### src/rtl/mdio_frame_ctrl.sv
module mdio_frame_ctrl #(
  parameter int DIV_W = 6
) (
  input  logic        clk,
  input  logic        rst_n,
  input  logic        wr_en,
  input  logic [1:0]  addr,
  input  logic [31:0] wdata,
  output logic [31:0] rdata,
  output logic        mdc,
  output logic        mdio_o,
  output logic        mdio_oe,
  input  logic        mdio_i
);

  localparam logic [5:0] TA_POS  = 6'd46;
  localparam logic [5:0] DAT_POS = 6'd48;
  localparam logic [5:0] END_POS = 6'd63;
  localparam logic [1:0] A_EVT = 2'd0, A_CMD = 2'd1, A_DIV = 2'd2, A_STAT = 2'd3;
  localparam logic [DIV_W-1:0] ONE = DIV_W'(1);

  logic             busy, is_rd, done_evt;
  logic [5:0]       bitn;
  logic [DIV_W-1:0] div_q, cnt;
  logic [31:0]      cmd_q;

  wire run      = busy && (div_q != '0);
  wire tick     = run && (cnt >= div_q - ONE);
  wire start    = wr_en && (addr == A_CMD) && !busy && (div_q != '0);
  wire rd_phase = is_rd && (bitn >= TA_POS);
  wire last_end = tick && mdc && (bitn == END_POS);

  assign mdio_oe = busy && !rd_phase;
  assign mdio_o  = busy && (!bitn[5] || cmd_q[~bitn[4:0]]);

  always_ff @(posedge clk or negedge rst_n) begin
    if (!rst_n) begin
      busy <= 1'b0; is_rd <= 1'b0; done_evt <= 1'b0; mdc <= 1'b0;
      bitn <= '0; div_q <= '0; cnt <= '0; cmd_q <= '0;
    end else begin
      if (wr_en && addr == A_DIV) div_q <= wdata[DIV_W:1];
      if (start) begin
        cmd_q <= wdata;
        busy  <= 1'b1;
        is_rd <= (wdata[29:28] == 2'b10);
        bitn  <= '0;
        cnt   <= '0;
        mdc   <= 1'b0;
      end else if (run) begin
        if (tick) begin
          cnt <= '0;
          mdc <= !mdc;
          if (!mdc) begin
            if (rd_phase && bitn >= DAT_POS) cmd_q[15:0] <= {cmd_q[14:0], mdio_i};
          end else if (bitn == END_POS) begin
            busy <= 1'b0;
          end else begin
            bitn <= bitn + 6'd1;
          end
        end else begin
          cnt <= cnt + ONE;
        end
      end
      if (last_end) done_evt <= 1'b1;
      else if (wr_en && addr == A_EVT && wdata[0]) done_evt <= 1'b0;
    end
  end

  always_comb begin
    case (addr)
      A_EVT:   rdata = {31'b0, done_evt};
      A_CMD:   rdata = cmd_q;
      A_DIV:   rdata = {{(31-DIV_W){1'b0}}, div_q, 1'b0};
      A_STAT:  rdata = {31'b0, busy};
      default: rdata = '0;
    endcase
  end

  p_idle_mdc_low_r3: assert property (@(posedge clk) disable iff (!rst_n)
    !busy |-> !mdc);
  p_rise_in_frame_r2: assert property (@(posedge clk) disable iff (!rst_n)
    $rose(mdc) |-> busy);
  p_end_sets_event_r6: assert property (@(posedge clk) disable iff (!rst_n)
    $fell(busy) |-> done_evt);
  p_event_hold_r7: assert property (@(posedge clk) disable iff (!rst_n)
    done_evt && !(wr_en && addr == A_EVT && wdata[0]) |=> done_evt);
  p_busy_cmd_hold_r8: assert property (@(posedge clk) disable iff (!rst_n)
    busy && wr_en && addr == A_CMD |=> $stable(cmd_q[31:16]));
  p_div_zero_hold_r9: assert property (@(posedge clk) disable iff (!rst_n)
    !busy && div_q == '0 |=> !busy);

endmodule

### config.mk
export PLATFORM = sky130hd
export DESIGN_NAME = mdio_frame_ctrl
export DESIGN_NICKNAME = d
export VERILOG_FILES = /design/src/rtl/mdio_frame_ctrl.sv
export SDC_FILE = /design/constraint.sdc
export NUM_CORES = 1
export LEC_CHECK = 0
export BUFFER_PORTS_ARGS = -buffer_cell sky130_fd_sc_hd__buf_2
export CAP_MARGIN = 20
export CORE_UTILIZATION = 30
export DETAILED_ROUTE_END_ITERATION = 8
export PLACE_DENSITY = 0.55
export SYNTH_ARGS = -nofsm -noshare
export SYNTH_HDL_FRONTEND = slang
export SYNTH_SLANG_ARGS = --single-unit
### constraint.sdc
create_clock -name clk -period 7.21 [get_ports clk]
set_input_delay 1.442 -clock clk [delete_from_list [all_inputs] [get_ports clk]]
set_output_delay 1.442 -clock clk [all_outputs]
set_load 0.02 [all_outputs]
# [Word level (Yosys, flattened, before mapping)]
# Index checks and enable logic that the tools add are counted.
[totals] word_cells=81 ff_bits=54 out_inout_bits=35 input_bits=38
[classes] add_sub_neg=3 n_mux=26 n_bitwise=1 reduce_logical=31 n_lt_le_gt_ge=4 n_eq_ne=7
[op_table] cell="32-bit case mux with 4 select lines" n=1
[op_table] cell="16-bit 2-to-1 mux" n=5
[op_table] cell="6-bit 2-to-1 mux" n=8
[op_table] cell="1-bit logical AND" n=14
[op_table] cell="6-bit by 1-bit adder with 6-bit output (second input constant)" n=2
[op_table] cell="6-bit greater-or-equal comparator (second input constant)" n=2
[op_table] cell="4-bit AND reduction" n=3
[op_table] cell="2-bit nonzero test" n=6
[op_table] cell="1-bit 2-to-1 mux" n=11
[op_table] cell="2-bit equality test (second input constant)" n=3
[op_table] cell="6-bit equality test (second input constant)" n=1
[op_table] cell="6-bit greater-or-equal comparator" n=1
[op_table] cell="5-bit by 6-bit < comparator with 1-bit output (second input constant)" n=1
[op_table] cell="6-bit nonzero test" n=1
[op_table] cell="6-bit by 1-bit subtractor with 6-bit output (second input constant)" n=1
[op_table] cell="1-bit binary-select mux with 5-bit select" n=1
[op_table] cell="5-bit inverter" n=1
[op_table] cell="1-bit logical NOT" n=4
[op_table] cell="2-bit by 1-bit equality test with 1-bit output (second input constant)" n=1
[op_table] cell="2-bit logical NOT" n=1
[op_table] cell="2-bit by 1-bit inequality test with 1-bit output (second input constant)" n=1
[op_table] cell="2-bit inequality test (second input constant)" n=1
[op_table] cell="2-bit AND reduction" n=1
[op_table] cell="1-bit logical OR" n=1

# [Longest topological paths before layout]
[logic_depth] word_depth=8 mapped_depth=10 depth_no_buf=9

# [Worst setup path before layout]
# No wires, ideal clock.
[synth_path] kind="input to output" start="in addr[1]" end="out rdata[1]" stages=3 n_path_buf=1 path_slack_ps=3549 t_arrival_ps=2219 t_required_ps=5768 path_cell_list="and2b_1 clkbuf_1 a22o_1"
[synth_between] elab_chain_len=2 elab_cells_between_ends=5 classes_between="3 x eq/ne; 1 x mux; 1 x reduce/logical"
[synth_lines] element="start, declared" line="7" source="input logic [1:0] addr,"
[synth_lines] element="2-bit equality test (tied with other cells)" line="70" source="case (addr)"
[synth_lines] element="32-bit case mux with 4 select lines (*)" line="70"
[synth_lines] element="end, declared" line="9" source="output logic [31:0] rdata,"
# Mark *: on every way between the ends. The rest lies on a longest branch, timed or not.

# [Worst setup path after layout]
[layout_path] start="in addr[1]" end="out rdata[8]"
# The elaborated chain is that of the path after synthesis.

==> metrics.cfg <==
[status]
status = finished clean

[global_route]
grt_usage_pct = 14.62
grt_pass1_wl_um = 12980
overflow = 0
grt_pass1_vias = 2526
grt_max_degree = 55
antenna_found_initial = 0

[yosys]
synth_fp_nets = 349
synth_edf_count = 0
synth_cell_types = 49
syn_area_um2 = 3223
async_flop_share_pct = 100.0
yosys_warnings = 0
ys_ff_latch = 54
ys_seq_area_share_pct = 41.93
avgSynthCellArea_um2 = 10.74
synth_cells = 300
synthFlopType = dfrtp_1

[die]
coreArea_um2 = 10370
start_util_pct = 31.08
design.die.area_um2 = 11160
core.rowCount = 37
fp.dieH_um = 105.7
die_x_um = 105.7
io_pins = 73

[pwr]
p_per_area_nw_per_um2 = 350.8
seqPwrFrac_pct = 45.4
p_sw_uw = 540.7
p_comb_share_pct = 40.7
p_leak_nw = 1.791
worst_ir_drop_vdd_mv = 0.1370
clock_power_share_pct = 13.9
sw_frac_of_total_pct = 40.81
p_int_uw = 784.3

[critical_path]
endpoint_kind = primary output
timing.critical_path.to = rdata[8]
rrSetupSlack_ps = 4370
crit_required_ps = 5770
crit_path_start_kind = input pin
r2r_start = div_q[3]$_DFFE_PN0P_
setup.worst_path.class = in2out
reg2reg_depth = 9
crit_arrival_ps = 2800
crit_start = addr[1]
rr_endpoint = cmd_q[9]$_DFFE_PN0P_
path_max_fanout = 33

[drt]
vias_per_cell = 5.144
vias = 2567
dr.pass1.iters = 4
wl_um = 7863
wl_per_cell_um = 15.76
drc = 0
drtAntennaViolNets = 0
drt_iter0_markers = 134

[job]
drv_cap = 0

[cells_and_area]
finalNetCount = 411
final_common_cell = buf_2
area_delta_synth_final_pct = 17.20
stdcell_count = 499
final_area_um2 = 3777
seqCellArea_um2 = 1351
layout_common_cells = buf_2, dfrtp_1, and2_1
drive_gt1_share_pct = 33.33
antenna_cells = 0
n_fill_cell = 1067
multi_input_area_um2 = 1734

[sta]
setup_tns_ps = 0
finalCritPeriodShare_pct = 58.79
fmax_mhz = 235.9
rsz0062_at_grt = false
skew_ps = 12.96
drv_slew = 0
hold_viol = 0
worst_pin_slew_ps = 940.2
worst_slew_margin_rel_pct = 37.32
fin_crit_ps = 4239
setup_viol = 0

[clock_network]
cts_hold_buf = 0
cts_setup_buffers = 0
clock_sinks = 54
worstSkewPairLatency_ps = 320
cts_resized = 0
cts-htree-levels = 2
cts_tree = yes
cts.path.max_buffers = 2
clkTransAtPathRegs_ps = 110
cts_buffers = 5
root_buffer = clkbuf_8

[placement]
routabilityCongestion = 0.7719
postPlaceCellArea_um2 = 3680
hpwl_um = 5480
io_buffers = 72
dp_cells = 491

[hold_path]
min-delay-start = done_evt$_DFFE_PN0P_
hold_class = reg2reg

-- worst min-delay path by stage --
stage | to | cells past startpoint
floorplan | done_evt$_DFFE_PN0P_ | 2
global placement | done_evt$_DFFE_PN0P_ | 2
detailed placement | done_evt$_DFFE_PN0P_ | 2
CTS | done_evt$_DFFE_PN0P_ | 2
global route | cmd_q[26]$_DFFE_PN0P_ | 1
finish | done_evt$_DFFE_PN0P_ | 2
-- power by group through the flow --
stage | Sequential (mW) | Combinational (mW) | Clock [mW]
after floorplan | 0.519 | 0.457 | 0
after global placement | 0.609 | 0.536 | 0
after detailed placement | 0.607 | 0.541 | 0
after CTS | 0.601 | 0.547 | 0.194
after global routing | 0.625 | 0.601 | 0.205
final | 0.601 | 0.539 | 0.184
-- per-stage QoR --
| stage | setup WS, ps | total power, mW | util (%) | hold slack (ps) |
|---|---|---|---|---|
| global placement | 2997 | 1.145 | 35.49 | 465.5 |
| finish | 2971 | 1.325 | 36.43 | 492.9 |
| CTS | 2945 | 1.342 | 36.43 | 496.5 |
| global route | 2855 | 1.432 | 36.43 | 566.9 |
| floorplan | 3549 | 0.9759 | - | 444.4 |
| detailed placement | 2942 | 1.149 | 35.49 | 469.1 |
-- sequential cells by signal (all words and copies together), names as in the netlist --
| register | cells |
|---|---|
| bitn | 6 |
| cnt | 6 |
| is_rd | 1 |
| busy | 1 |
| done_evt | 1 |
| div_q | 6 |
| cmd_q | 32 |
| mdc | 1 |
-- cell usage after synthesis, types with 3 or more instances --
master	n	area share [%]
and3_1	19	3.7
nor2_1	3	0.35
buf_2	3	0.47
nand2_1	14	1.6
nand3_1	12	1.9
buf_6	3	1.0
inv_1	11	1.3
or3_1	4	0.78
mux2_2	24	8.4
clkbuf_1	14	1.6
dfrtp_1	54	42
mux4_2	7	4.9
and2_1	25	4.9
ha_1	11	4.3
xnor2_1	4	1.1
a22o_1	6	1.6
nor3_1	6	0.93
a21oi_1	14	2.2
o21ai_0	10	1.6
mux2i_1	4	1.2
a221o_1	16	5.0
-- metal layers --
| metal | share of wire (%) | track usage (%) |
|---|---|---|
| met2 | 45 | 22.69 |
| met3 | 6.2 | 3.278 |
| met5 | 0 | 0 |
| met4 | 0.60 | 2.679 |
| met1 | 49 | 20.91 |
-- worst max-delay path, cell delays in order --
cell	delay [ps]
buf_2	120
and2b_1	810
and2_1	250
buf_2	170
-- final cells by class --
type | instances | area share, %
flip-flops and latches | 54 | 35.77
clock buffers | 5 | 1.822
clock inverters | 3 | 0.7618
repair buffers | 75 | 10.14
inverters | 11 | 1.093
well taps | 136 | 4.505
multi-input cells | 215 | 45.91
-- cell families after synthesis --
logic type | Yosys count | synth area share, %
buffers and inverters | 31 | 4.425
AO/OA/AOI/OAI | 66 | 15.76
adder cells (fa/ha/maj) | 11 | 4.270
XOR/XNOR | 5 | 1.359
multiplexers | 35 | 14.52
flip-flops | 54 | 41.93
AND/OR/NAND/NOR | 98 | 17.74
Power figures use the tool's default switching activity.
